File: config.mk
export PLATFORM = sky130hd
export DESIGN_NAME = lin_id_filter_bank
export DESIGN_NICKNAME = d
export VERILOG_FILES = /design/src/rtl/lin_filt_pkg.sv /design/src/rtl/lin_filt_pair_cmp.sv /design/src/rtl/lin_filt_prio.sv /design/src/rtl/lin_id_filter_bank.sv
export SDC_FILE = /design/constraint.sdc
export NUM_CORES = 1
export LEC_CHECK = 0
export ABC_AREA = 1
export BUFFER_PORTS_ARGS = -buffer_cell sky130_fd_sc_hd__buf_2
export CORE_UTILIZATION = 45
export DETAILED_ROUTE_END_ITERATION = 16
export GPL_ROUTABILITY_DRIVEN = 0
export HOLD_SLACK_MARGIN = 0.02
export PLACE_DENSITY = 0.82
export SETUP_SLACK_MARGIN = 0.15
export SYNTH_ARGS = -nofsm -noshare
export SYNTH_HDL_FRONTEND = slang
export SYNTH_HIERARCHICAL = 1
export SYNTH_SLANG_ARGS = --single-unit
File: constraint.sdc
create_clock -name clk -period 0.8 [get_ports clk]
set_input_delay 0.04 -clock clk [delete_from_list [all_inputs] [get_ports clk]]
set_output_delay 0.04 -clock clk [all_outputs]
set_load 0.005 [all_outputs]
File: src/rtl/lin_filt_pkg.sv
package lin_filt_pkg;
  localparam int PID_W = 8;
  localparam int ID_W  = 6;
  localparam int LEN_W = 3;

  typedef enum logic {DIR_RX = 1'b0, DIR_TX = 1'b1} dir_e;

  typedef struct packed {
    logic [ID_W-1:0]  id;
    dir_e             dir;
    logic [LEN_W-1:0] len;
    logic             cks;
  } filt_attr_t;
endpackage

File: src/rtl/lin_filt_pair_cmp.sv
module lin_filt_pair_cmp
  import lin_filt_pkg::*;
(
  input  logic [ID_W-1:0] id_i,
  input  logic [ID_W-1:0] even_id_i,
  input  logic [ID_W-1:0] odd_id_i,
  input  logic            even_en_i,
  input  logic            odd_en_i,
  input  logic            mask_mode_i,
  output logic            even_hit_o,
  output logic            odd_hit_o
);
  logic [ID_W-1:0] even_diff;
  logic [ID_W-1:0] odd_diff;

  assign even_diff = id_i ^ even_id_i;
  assign odd_diff  = id_i ^ odd_id_i;

  always_comb begin
    if (mask_mode_i) begin
      // odd filter's id field is the compare mask; it never hits by itself
      even_hit_o = even_en_i && ((even_diff & odd_id_i) == '0);
      odd_hit_o  = 1'b0;
    end else begin
      even_hit_o = even_en_i && (even_diff == '0);
      odd_hit_o  = odd_en_i  && (odd_diff  == '0);
    end
  end
endmodule

File: src/rtl/lin_filt_prio.sv
module lin_filt_prio #(
  parameter int NUM   = 8,
  parameter int IDX_W = $clog2(NUM)
) (
  input  logic [NUM-1:0]   req_i,
  output logic             found_o,
  output logic [IDX_W-1:0] idx_o
);
  always_comb begin
    found_o = 1'b0;
    idx_o   = '0;
    for (int k = NUM - 1; k >= 0; k--) begin
      if (req_i[k]) begin
        found_o = 1'b1;
        idx_o   = IDX_W'(k);
      end
    end
  end
endmodule

File: src/rtl/lin_id_filter_bank.sv
module lin_id_filter_bank
  import lin_filt_pkg::*;
#(
  parameter int NUM_FILT = 8,
  localparam int NUM_PAIR = NUM_FILT / 2,
  localparam int IDX_W    = $clog2(NUM_FILT)
) (
  input  logic                      clk,
  input  logic                      rst_n,
  input  logic                      id_valid_i,
  input  logic [PID_W-1:0]          id_i,
  input  logic [NUM_FILT*ID_W-1:0]  cfg_id_i,
  input  logic [NUM_FILT-1:0]       cfg_dir_i,
  input  logic [NUM_FILT*LEN_W-1:0] cfg_len_i,
  input  logic [NUM_FILT-1:0]       cfg_cks_i,
  input  logic [NUM_FILT-1:0]       cfg_en_i,
  input  logic [NUM_PAIR-1:0]       cfg_mask_pair_i,
  output logic                      hit_o,
  output logic [IDX_W-1:0]          hit_idx_o,
  output logic                      hit_dir_o,
  output logic [LEN_W-1:0]          hit_len_o,
  output logic                      hit_cks_o,
  output logic                      rx_hit_o
);
  filt_attr_t        attr [NUM_FILT];
  logic [NUM_FILT-1:0] hit_vec;
  logic [ID_W-1:0]   id_field;
  logic              found;
  logic [IDX_W-1:0]  win_idx;
  filt_attr_t        win_attr;

  assign id_field = id_i[ID_W-1:0];

  for (genvar f = 0; f < NUM_FILT; f++) begin : g_attr
    assign attr[f].id  = cfg_id_i[f*ID_W +: ID_W];
    assign attr[f].dir = dir_e'(cfg_dir_i[f]);
    assign attr[f].len = cfg_len_i[f*LEN_W +: LEN_W];
    assign attr[f].cks = cfg_cks_i[f];
  end

  for (genvar p = 0; p < NUM_PAIR; p++) begin : g_pair
    lin_filt_pair_cmp u_cmp (
      .id_i        (id_field),
      .even_id_i   (attr[2*p].id),
      .odd_id_i    (attr[2*p+1].id),
      .even_en_i   (cfg_en_i[2*p]),
      .odd_en_i    (cfg_en_i[2*p+1]),
      .mask_mode_i (cfg_mask_pair_i[p]),
      .even_hit_o  (hit_vec[2*p]),
      .odd_hit_o   (hit_vec[2*p+1])
    );
  end

  lin_filt_prio #(.NUM(NUM_FILT), .IDX_W(IDX_W)) u_prio (
    .req_i   (hit_vec),
    .found_o (found),
    .idx_o   (win_idx)
  );

  assign win_attr = attr[win_idx];

  always_ff @(posedge clk or negedge rst_n) begin
    if (!rst_n) begin
      hit_o     <= 1'b0;
      hit_idx_o <= '0;
      hit_dir_o <= 1'b0;
      hit_len_o <= '0;
      hit_cks_o <= 1'b0;
      rx_hit_o  <= 1'b0;
    end else if (id_valid_i) begin
      hit_o     <= found;
      hit_idx_o <= found ? win_idx : '0;
      hit_dir_o <= found && (win_attr.dir == DIR_TX);
      hit_len_o <= found ? win_attr.len : '0;
      hit_cks_o <= found && win_attr.cks;
      rx_hit_o  <= found && (win_attr.dir == DIR_RX);
    end
  end
endmodule

# Word-level counts from Yosys, hierarchy flattened
# Index checks and enable logic that the tools add are counted.
[totals] register_bits=10 in_bits=111 output_inout_bits=10 wordCells=77
[op_classes] n_lt_le_gt_ge=1 n_mux=29 bitwise=14 n_reduce_logical=27
[op_table] op="zero test 6 bit" n=12
[op_table] op="bitwise XOR 6 bit" n=8
[op_table] op="binary-select mux 11 bit (select 3 bit)" n=1
[op_table] op="two-way mux 3 bit" n=10
[op_table] op="AND 6 bit" n=4
[op_table] op="two-way mux 1 bit" n=16
[op_table] op="logical AND 1 bit" n=15
[op_table] op="two-way mux 5 bit" n=2
[op_table] op="greater-or-equal comparator 4 bit (second input constant)" n=1
[op_table] op="inverter 3 -> 4 bit" n=1
[op_table] op="inverter 1 bit" n=1

# Logic depth before layout (Yosys ltp)
# Gate-level depths: netlist of run 1.
[depth] ltp_word=18 ltp_mapped=23 depth_no_buf=22

# Hierarchy
# The synthesis of run 1 kept the hierarchy.
[modules_own_cells] mod="lin_filt_pair_cmp" n_inst=4 cells_per_inst=68 area_per_inst_um2=291.5 seq_area_each_um2=0.0
[modules_own_cells] mod="lin_id_filter_bank" n_inst=1 cells_per_inst=129 area_per_inst_um2=810.8 seq_area_each_um2=250.2
[modules_own_cells] mod="lin_filt_prio" n_inst=1 cells_per_inst=22 area_per_inst_um2=98.8 seq_area_each_um2=0.0

# Worst setup path before layout of run 1
# OpenSTA, ideal clock, no wires.
[synth_path] kind="input port to flip-flop" startpoint="input id_i[5]" endpoint="register rx_hit_o" setup_time_ns=0.116 arrival_time_ns=1.529 t_required_ns=0.684 setup_slack_ns=-0.845 stages=18 path_buffers=1 cell_sequence="inv_1 a21oi_1 nand4_1 nor3_1 inv_1 nand2_1 nand2_1 nand2_1 nand2_1 a21oi_1 inv_2 buf_6 nand2_1 nand3_2 nand3_2 nand2_1 nand2_1 nand2_1"
[synth_between] word_cells_on_any_way=66 cone_classes="mux (27); bitwise (14); reduce/logical (25)"
[synth_lines] item="from (decl)" line="lin_id_filter_bank.sv:11" rtl="input logic [PID_W-1:0] id_i,"
[synth_lines] item="bitwise XOR 6 bit" line="lin_filt_pair_cmp.sv:17" rtl="assign odd_diff = id_i ^ odd_id_i;"
[synth_lines] item="zero test 6 bit" line="lin_filt_pair_cmp.sv:26" rtl="odd_hit_o = odd_en_i && (odd_diff == '0);"
[synth_lines] item="logical AND 1 bit" line="lin_filt_pair_cmp.sv:26"
[synth_lines] item="two-way mux 1 bit" line="lin_filt_pair_cmp.sv:20" rtl="if (mask_mode_i) begin"
[synth_lines] item="named net hit_vec[5]" line="lin_id_filter_bank.sv:26" rtl="logic [NUM_FILT-1:0] hit_vec;"
[synth_lines] item="two-way mux 3 bit (6 in series)" line="lin_filt_prio.sv:13" rtl="if (req_i[k]) begin"
[synth_lines] item="named net win_idx[0]" line="lin_id_filter_bank.sv:29" rtl="logic [IDX_W-1:0] win_idx;"
[synth_lines] item="inverter 3 -> 4 bit (not written as such)" line="lin_id_filter_bank.sv:60" rtl="assign win_attr = attr[win_idx];"
[synth_lines] item="binary-select mux 11 bit (select 3 bit)" line="lin_id_filter_bank.sv:60"
[synth_lines] item="two-way mux 5 bit (not written as such) (2 in series)" line="lin_id_filter_bank.sv:60"
[synth_lines] item="inverter 1 bit" line="lin_id_filter_bank.sv:76" rtl="rx_hit_o <= found && (win_attr.dir == DIR_RX);"
[synth_lines] item="logical AND 1 bit" line="lin_id_filter_bank.sv:76"
[synth_lines] item="to (signal assigned)" line="lin_id_filter_bank.sv:76"
[synth_lines] item="to (decl)" line="lin_id_filter_bank.sv:23" rtl="output logic rx_hit_o"
# The timed path passes the listed nets, and every way through them passes these cells. The select of a mux whose other input is x is not followed.
# A chain may end at the register's enable or synchronous reset.

# Worst setup path in the final report of run 1
[layout_path] startpoint="input id_i[4]" endpoint="register hit_len_o[1]"
[layout_between] word_cells_on_any_way=65 cone_classes="mux (28); bitwise (13); reduce/logical (24)"
[layout_lines] item="bitwise XOR 6 bit (*)" line="lin_filt_pair_cmp.sv:16" rtl="assign even_diff = id_i ^ even_id_i;"
[layout_lines] item="AND 6 bit" line="lin_filt_pair_cmp.sv:22" rtl="even_hit_o = even_en_i && ((even_diff & odd_id_i) == '0);"
[layout_lines] item="zero test 6 bit" line="lin_filt_pair_cmp.sv:22"
[layout_lines] item="logical AND 1 bit" line="lin_filt_pair_cmp.sv:22"
[layout_lines] item="two-way mux 1 bit (*)" line="lin_filt_pair_cmp.sv:20"
[layout_lines] item="named net hit_vec[0]" line="lin_id_filter_bank.sv:26"
[layout_lines] item="two-way mux 3 bit (*)" line="lin_filt_prio.sv:13"
[layout_lines] item="named net win_idx[0]" line="lin_id_filter_bank.sv:29"
[layout_lines] item="inverter 3 -> 4 bit (not written as such) (*)" line="lin_id_filter_bank.sv:60"
[layout_lines] item="binary-select mux 11 bit (select 3 bit) (*)" line="lin_id_filter_bank.sv:60"
[layout_lines] item="two-way mux 5 bit (not written as such) (*) (2 in series)" line="lin_id_filter_bank.sv:60"
[layout_lines] item="two-way mux 3 bit (*)" line="lin_id_filter_bank.sv:74" rtl="hit_len_o <= found ? win_attr.len : '0;"
[layout_lines] item="to (signal assigned)" line="lin_id_filter_bank.sv:74"
[layout_lines] item="to (decl)" line="lin_id_filter_bank.sv:21" rtl="output logic [LEN_W-1:0] hit_len_o,"
# The timed path passes the listed nets; every way through them passes the cells marked *. The select of a mux whose other input is x is not followed.

==> results of run 1 <==
## registers in the layout, summed over array words and instances, names as in the netlist
name       count
hit_cks_o      1
hit_len_o      3
hit_dir_o      1
hit_o          1
rx_hit_o       1
hit_idx_o      3
## what timing repair did
action / 4_1_cts / 5_1_grt
setup endpoints to repair: 20 / 20
resized for setup: 55 / 25
pin swaps: 28 / 14
hold buffers: 1 / 0
setup buffers: 7 / 3
gates cloned: 2 / 0
endpoints found under the hold margin: 10 / 0
## layer usage
layer | vias up | GRT usage, % | part of all wire [%]
met5 | - | 0 | 0
li1 | 1636 | - | -
met3 | 63 | 4.62 | 8.0
met2 | 201 | 58.4 | 48
met4 | 0 | 13.8 | 5.6
met1 | 1492 | 41.9 | 38
## worst max-delay path: cells and delay by family
kind / cells / cell delay [ns]
AO/OA/AOI/OAI: 1 / 0.04
buffers and inverters: 7 / 0.89
AND/OR/NAND/NOR: 11 / 1.05
## synth_stat cells
cell      count  area [sq um]
inv_2         6          22.5
buf_6         1          11.3
clkbuf_4      1          7.51
o221ai_1      4          35.0
or2_1         1          6.26
inv_1        71           267
buf_2         2          10.0
o21ai_1      11          55.1
nor3_1        4          20.0
a31oi_1       1          6.26
nand3_1      36           180
nor3_2        1          10.0
dfrtp_1      10           250
nand4_1       5          31.3
nor2_1       39           146
o211ai_1      4          30.0
nand2_2       4          25.0
a21oi_1       9          45.0
nand3_2       8          80.1
buf_4         2          15.0
xnor2_1      12           105
nand2_1     191           717
## placed cells by master (no fill, tap or decap)
cell type,n
nand2_1,175
buf_2,112
inv_1,59
buf_4,38
nand3_1,27
nor2_1,25
nand3_2,17
nor2_2,12
inv_2,11
nand2_4,11
o21ai_1,10
xnor2_1,10
dfrtp_1,10
nand2_2,9
buf_6,9
buf_12,7
a21oi_1,6
nand4_1,5
clkbuf_8,4
o211ai_1,4
inv_8,4
o221ai_1,3
nor3_2,3
a21oi_2,3
nor2_4,2
buf_16,2
xnor2_2,2
inv_4,2
buf_8,2
o21ai_2,1
nor3_1,1
o221ai_2,1
inv_12,1
dlygate4sd3_1,1
or2_1,1
a31oi_2,1
nor3_4,1
## where the power goes
| group | internal [uW] | leakage [uW] | switching, uW |
|---|---|---|---|
| Combinational | 932 | 0.00206 | 1010 |
| Sequential | 577 | 0.000132 | 43.9 |
| Clock | 435 | 0.0000288 | 236 |
## kinds of logic (layout without fill, tap and decap cells)
kind of cell	count (synthesis)	count (layout)	share of synthesized area, %
DFF	10	10	12.1
and+or+nand+nor	289	289	58.6
AOI/OAI and AO/OA	29	29	8.26
xor gates and xnor gates	12	12	5.06
buffers and inverters	83	252	16.0
## final cells by class
type / count / area share [%]
clock buffers: 4 / 1.52
inverters: 77 / 9.27
multi-input cells: 330 / 48.0
flip-flops and latches: 10 / 6.89
well taps: 52 / 1.79
repair buffers: 171 / 32.6
## stage by stage
step	worst slack, ns	instance area [sq um]
floorplan	-0.730	2170
global placement	-1.28	3160
detailed placement	-1.36	3160
finish	-1.08	3630
CTS	-0.930	3520
global route	-1.18	3630
## final timing paths
path / startpoint / end / cells past startpoint
max in group asynchronous: rst_n / hit_idx_o[1]$_DFFE_PN0P_ / 2
min reg2reg: hit_cks_o$_DFFE_PN0P_ / hit_cks_o$_DFFE_PN0P_ / 2
max: id_i[4] / hit_len_o[1]$_DFFE_PN0P_ / 19
min: cfg_len_i[11] / hit_len_o[2]$_DFFE_PN0P_ / 5
max reg2reg: hit_len_o[1]$_DFFE_PN0P_ / hit_len_o[1]$_DFFE_PN0P_ / 3
min in group asynchronous: rst_n / hit_len_o[0]$_DFFE_PN0P_ / 2
==> out/metrics.csv, run 1 <==
metric,value,unit
hold_viol,0,
cp_max_fo,8,
fmax,532,MHz
routedWlPerCell,13.4,microns
pin_count,121,
numPortBuffers,118,
setup_viol,14,
grt_pass1_wl,13500,microns
final_util,82.8,%
yosysWarnings,6,
num_rows,24,
clk_pin_slew,0.06,ns
via_count,3392,
synth_nets,534,
dp_cells,627,
grt_pass1_vias,3097,
initial_core_util,47.3,%
violations,negative setup slack,
reg2reg_slack,0.01,ns
final_cells,644,
status,"complete, but fails checks",
worstMarginPinSlew,0.280,ns
cts_tree,built,
rsz0062_at_grt,yes,
drtPass1Iterations,5,
synth_cell_type_count,22,
grt_util_all_layers,33.8,%
worstPathCellList,"buf_6, buf_4, inv_1, nand2_1, nand2_1, nor2_1, nand3_1, nand2_1, nand2_1, nor2_1, buf_4, a21oi_2, buf_6, buf_12, buf_12, nand2_2, nand3_2, nand3_1, nand3_2",
avgSynthCellArea,4.91,sq um
ir_worst_vdd,0.524,mV
final.period_utilization,235,%
power_leakage,0.00222,uW
insertion_delay,0.24,ns
nFillCells,265,
finalWirelength,8640,microns
die_area,4890,sq um
die_h,69.9,microns
remaining_drc_errors,0,
critPathKind,input port to register,
multi_input_area,1740,sq um
ys_seq_elements,10,
ys_seq_area_share,12.1,%
crit_path_frequent_cell,nand2_1,
grt_max_degree,12,
vias_per_cell,5.27,
antennaDiodeCount,0,
relSlewSlack,81.3,%
cts_max_level,1,
slowest_stage,nor2_1,
synthCells,423,
drive_gt1_share,43.1,%
cap_viol_max_count,0,
power_density,892,nW/um^2
antenna_found_initial,0,
dp_hpwl,5860,microns
cp.required,0.93,ns
end_kind,register,
cts_made_buffers,3,
cts_buffer_depth,2,
syn_to_final_growth,74.9,%
fin_tns_setup,-9.51,ns
holdWs,0.126,ns
slew_violations,0,
power,3240,uW
fin_skew,0,ns
finalCriticalPeriod,1.88,ns
die_w,69.9,microns
core_area,4380,sq um
synth_area,2080,sq um
worstSetupStartpointType,input port,
critical_path_arrival,2.01,ns
slowest_delay,0.21,ns
register_area,250,sq um
cts_root_buf,clkbuf_8,
hold_class,input port to register,
clock_sinks,10,
worst_slack,-1.08,ns
drt_iter0_markers,339,
nNetsFinal,704,
grt_overflow,0,
detail-route-antenna-nets,0,
No activity file was read; power rests on OpenSTA's default activity.
==> inputs of run 2 (changes only) <==
RECOVER_POWER = 25   (was not set)
==> run 2 against run 1 <==
The flow still finishes with violations (negative setup slack). Highest routed layer unchanged. Register-to-register slack about the same. Sequential power about the same. Setup slack gained 0.00052 ns. Critical path depth is the same. Hold slack barely moved. Total power hardly changed. Fmax barely moved.
==> out/metrics.csv, run 2 (synthesized netlist as in run 1, its figures left out) <==
metric,value,unit,change
final_cells,644,,unchanged
power,3240,uW,about the same
fin_skew,0,ns,unchanged
relSlewSlack,80.0,%,-1.4 points
drt_iter0_markers,339,,unchanged
drive_gt1_share,43.1,%,unchanged
critPathKind,input port to register,,
slowest_stage,nor2_1,,
drtPass1Iterations,5,,unchanged
cts_buffer_depth,2,,unchanged
cts_max_level,1,,unchanged
dp_hpwl,5860,microns,unchanged
vias_per_cell,5.27,,unchanged
remaining_drc_errors,0,,unchanged
cp_top_family,simple AND/OR/NAND/NOR gates,,
final.period_utilization,235,%,about the same
pin_count,121,,unchanged
fmax,532,MHz,about the same
end_kind,register,,
hold_viol,0,,unchanged
crit_buf_inv,7,,unchanged
worst_slack,-1.08,ns,+0.000520 ns
finalWirelength,8650,microns,about the same
ir_worst_vdd,0.524,mV,about the same
setup_viol,14,,unchanged
final_cell_mix,"nand2_1, buf_2, inv_1",,
fin_tns_setup,-9.51,ns,+0.00156 ns
slowest_delay,0.21,ns,about the same
worstPathCellList,"buf_6, buf_4, inv_1, nand2_1, nand2_1, nor2_1, nand3_1, nand2_1, nand2_1, nor2_1, buf_4, a21oi_2, buf_6, buf_12, buf_12, nand2_2, nand3_2, nand3_1, nand3_2",,
detail-route-antenna-nets,0,,unchanged
nFillCells,265,,unchanged
cp_max_fo,8,,unchanged
rsz0062_at_grt,yes,,
grt_pass1_vias,3097,,unchanged
slew_violations,0,,unchanged
place_area,3160,sq um,unchanged
hold_class,input port to register,,
syn_to_final_growth,74.9,%,unchanged
core_area,4380,sq um,unchanged
grt_util_all_layers,33.8,%,unchanged
antenna_found_initial,0,,unchanged
critical_path_arrival,2.01,ns,about the same
status,"complete, but fails checks",,
final_common_cell,nand2_1,,
numPortBuffers,118,,unchanged
routedWlPerCell,13.4,microns,about the same
die_h,69.9,microns,unchanged
multi_input_area,1740,sq um,unchanged
power_density,892,nW/um^2,about the same
insertion_delay,0.24,ns,about the same
nNetsFinal,704,,unchanged
worstMarginPinSlew,0.301,ns,+0.0211 ns
clk_pin_slew,0.06,ns,about the same
grt_max_degree,12,,unchanged
crit_path_frequent_cell,nand2_1,,
cts_made_buffers,3,,unchanged
antennaDiodeCount,0,,unchanged
cp.required,0.93,ns,about the same
cts_tree,built,,
dp_cells,627,,unchanged
largestRegisters,"hit_idx_o: 3 flops, hit_len_o: 3 flops",,
clock_sinks,10,,unchanged
grt_pass1_wl,13500,microns,unchanged
die_w,69.9,microns,unchanged
violations,negative setup slack,,
final_cell_area,3630,sq um,unchanged
cap_viol_max_count,0,,unchanged
cts_root_buf,clkbuf_8,,
worstSetupStartpointType,input port,,
grt_overflow,0,,unchanged
initial_core_util,47.3,%,unchanged
register_area,250,sq um,unchanged
via_count,3392,,unchanged
num_rows,24,,unchanged
finalCriticalPeriod,1.88,ns,-0.000520 ns
power_leakage,0.00222,uW,about the same
die_area,4890,sq um,unchanged
## run 2: repair_timing
item,CTS,global route
gates resized for setup,55,25
hold endpoints to repair,10,0
cloned,2,0
setup buffers,7,3
hold buffers,1,0
setup endpoints to repair,20,20
pin swaps,28,14
## run 2: worst paths after layout
path                                       endpoint                startpoint  slack, ns  cells after the start
min in group asynchronous  hit_len_o[0]$_DFFE_PN0P_                     rst_n       0.22                      2
hold / removal             hit_len_o[2]$_DFFE_PN0P_             cfg_len_i[11]       0.13                      5
hold reg to reg               hit_cks_o$_DFFE_PN0P_     hit_cks_o$_DFFE_PN0P_       0.51                      2
max in group asynchronous  hit_idx_o[1]$_DFFE_PN0P_                     rst_n       0.34                      2
setup reg to reg           hit_len_o[1]$_DFFE_PN0P_  hit_len_o[1]$_DFFE_PN0P_       0.01                      3
setup / recovery           hit_len_o[1]$_DFFE_PN0P_                   id_i[4]      -1.08                     19
## run 2: tightest hold or removal path, cell delays in order
cell and delay (ns):
buf_2 0.08, o21ai_1 0.06, nand2_1 0.05, nand2_1 0.06, nand3_2 0.05
## run 2: area by class of cell
cell class,count,share of cell area (%)
Clock buffer,4,1.52
Inverter,77,9.27
Multi-Input combinational cell,330,48.0
Sequential cell,10,6.89
Tap cell,52,1.79
Timing Repair Buffer,171,32.6
## run 2: through the flow
step	hold slack, ns	utilization [%]	setup slack (ns)
2_1_floorplan	-0.256	-	-0.730
3_3_place_gp	-0.0938	72.0	-1.28
6_report	0.126	82.8	-1.08
5_1_grt	0.154	82.8	-1.18
4_1_cts	0.122	80.3	-0.930
3_5_place_dp	-0.0904	72.0	-1.36
## run 2: where the power goes
part           internal (uW)  switching (uW)  leakage, uW
clock                    435             236    0.0000288
sequential               577            43.9     0.000132
combinational            932            1020      0.00206
total                   1940            1290      0.00222
## run 2: per-layer routing
layer	up-vias	GRT usage, %	wire [microns]
li1	1636	-	-
met3	61	4.62	697
met4	0	13.8	478
met1	1494	41.9	3290
met2	201	58.4	4180
met5	-	0	0
==> inputs of run 3 (changes only) <==
PLACE_DENSITY = not set   (was 0.82)
PLACE_DENSITY_LB_ADDON = 0.2   (was not set)
==> run 3 against run 2 <==
The run still ends with negative setup slack left. Via count shrank 1.9%. Wire length shrank 3.1%. Clock skew is the same. Total power shrank 0.80%. Final cell count shrank 0.47%. Flip-flop and latch count is the same.
==> out/metrics.csv, run 3 (synthesized netlist as in run 1, its figures left out) <==
metric,value,unit,change
status,"complete, but fails checks",,
violations,negative setup slack,,
cts_tree,built,,
fin_skew,0,ns,unchanged
cts_max_level,1,,unchanged
detail-route-antenna-nets,0,,unchanged
pwr-share-seq,19.5,%,+0.3 points
clkPwrFrac,21.7,%,+1.0 points
crit_cells,21,,+2
finalCriticalPeriod,1.88,ns,+0.00145 ns
syn_to_final_growth,73.7,%,
grt_util_all_layers,31.8,%,-1.9 points
r2r_start,hit_len_o[0]$_DFFE_PN0P_,,
end_kind,register,,
ir_worst_vdd,0.460,mV,-12%
finalWirelength,8380,microns,-3.1%
pin_count,121,,unchanged
cp_max_fo,5,,-3
power_leakage,0.00216,uW,-2.9%
fmax,532,MHz,about the same
rr_endpoint,hit_len_o[0]$_DFFE_PN0P_,,
final_common_cell,nand2_1,,
holdWs,0.110,ns,-0.0163 ns
clock_sinks,10,,unchanged
worstMarginPinSlew,0.277,ns,-0.0236 ns
core_area,4380,sq um,unchanged
worst_slack,-1.08,ns,-0.00145 ns
p_sw_share,40.8,%,+0.78 points
power_density,891,nW/um^2,-0.11%
clk_pin_slew,0.06,ns,about the same
hold_class,input port to register,,
grt_max_degree,12,,unchanged
critical_path_arrival,2.01,ns,about the same
num_rows,24,,unchanged
slowest_stage,buf_6,,
relSlewSlack,81.5,%,+1.5 points
intPower,1900,uW,-2.1%
worstSetupStartpointType,input port,,
setup_viol,15,,+1
dp_hpwl,5480,microns,-6.6%
vias_per_cell,5.19,,-1.5%
cp.required,0.93,ns,about the same
crit_buf_inv,6,,-1
drt_iter0_markers,275,,-19%
place_ws,-1.30,ns,+0.0644 ns
slowest_delay,0.15,ns,-0.06 ns
initial_core_util,47.3,%,unchanged
grt_pass1_wl,12700,microns,-5.6%
die_area,4890,sq um,unchanged
antennaDiodeCount,0,,unchanged
drive_gt1_share,44.8,%,+1.7 points
startpoint,id_i[5],,
antenna_found_initial,0,,unchanged
worstPathCellList,"buf_8, buf_6, nand2_2, nand2_2, nor2_2, nand3_2, nand2_1, nand2_1, nor2_2, inv_1, nand2_1, nand2_1, nand2_2, a21oi_4, buf_6, buf_12, buf_4, nand2_2, nand3_2, nand3_2, nand3_2",,
reg2regPathDepth,3,,unchanged
cts_buffer_depth,2,,unchanged
cap_viol_max_count,0,,unchanged
rsz0062_at_grt,yes,,
hold_viol,0,,unchanged
largestRegisters,"hit_idx_o: 3 flops, hit_len_o: 3 flops",,
cts_made_buffers,3,,unchanged
cts_root_buf,clkbuf_8,,
final.period_utilization,235,%,about the same
slew_violations,0,,unchanged
numPortBuffers,118,,unchanged
die_h,69.9,microns,unchanged
remaining_drc_errors,0,,unchanged
routedWlPerCell,13.1,microns,-2.7%
grt_overflow,0,,unchanged
combPwrFrac,58.8,%,-1.3 points
cp_top_family,simple AND/OR/NAND/NOR gates,,
drtPass1Iterations,6,,+1
final_cell_mix,"nand2_1, buf_2, inv_1",,
critPathKind,input port to register,,
reg2reg_slack,0.01,ns,about the same
crit_end,hit_len_o[1]$_DFFE_PN0P_,,
p_sw,1310,uW,+1.1%
via_count,3327,,-1.9%
die_w,69.9,microns,unchanged
insertion_delay,0.25,ns,about the same
nNetsFinal,701,,-0.43%
grt_pass1_vias,3007,,-2.9%
[run 3: layout make-up]
cell class                 count  area [sq um]
clock buffer                   4          55.1
fill                         287           778
inverter                      77           339
multi-input combinational    330          1740
sequential                    10           250
tap                           52          65.1
timing repair buffer         168          1160
[run 3: worst min path at each step]
stage / cells past startpoint / start / to
final: 5 / cfg_cks_i[3] / hit_cks_o$_DFFE_PN0P_
after global routing: 5 / cfg_len_i[5] / hit_len_o[2]$_DFFE_PN0P_
after CTS: 5 / cfg_len_i[11] / hit_len_o[2]$_DFFE_PN0P_
after detailed placement: 1 / rst_n / hit_idx_o[1]$_DFFE_PN0P_
after global placement: 1 / rst_n / hit_dir_o$_DFFE_PN0P_
after floorplan: 0 / rst_n / hit_cks_o$_DFFE_PN0P_
[run 3: metrics by stage]
stage / power [uW] / instance area (sq um) / setup TNS (ns) / utilization, % / instances
global route: 3410 / 3610 / -10.82 / 82.2 / 641
floorplan: 1410 / 2170 / -6.19 / - / 423
global placement: 2110 / 3060 / -11.52 / 69.7 / 619
CTS: 2960 / 3450 / -8.49 / 78.8 / 637
finish: 3210 / 3610 / -9.61 / 82.2 / 641
detailed placement: 2140 / 3060 / -11.91 / 69.7 / 619
[run 3: what timing repair did]
item,in CTS,in global routing
endpoints found under the hold margin,10,0
gates cloned,3,0
pin swaps,26,27
setup endpoints to repair,20,20
setup buffers,10,4
resized for setup,50,38
hold buffers,1,0
[run 3: worst reg2reg max path, cell delays in order, from the launching register on]
cell and delay, ns:
dfrtp_1 0.39, buf_4 0.14, nand2_1 0.06, nand3_1 0.08
[run 3: routing by layer]
layer	wire length [microns]	vias up	part of all wire, %	global-route usage, %
met4	309	0	3.7	14.7
li1	-	1634	-	-
met2	3980	217	48	53.2
met3	849	40	10	3.61
met5	0	-	0	0
met1	3230	1436	39	40.9
[run 3: power groups by stage]
stage	Sequential (uW)	Clock [uW]	Combinational, uW
2_1_floorplan	627	0	779
3_3_place_gp	624	0	1490
3_5_place_dp	625	0	1520
4_1_cts	616	648	1700
5_1_grt	626	712	2070
6_report	625	697	1890
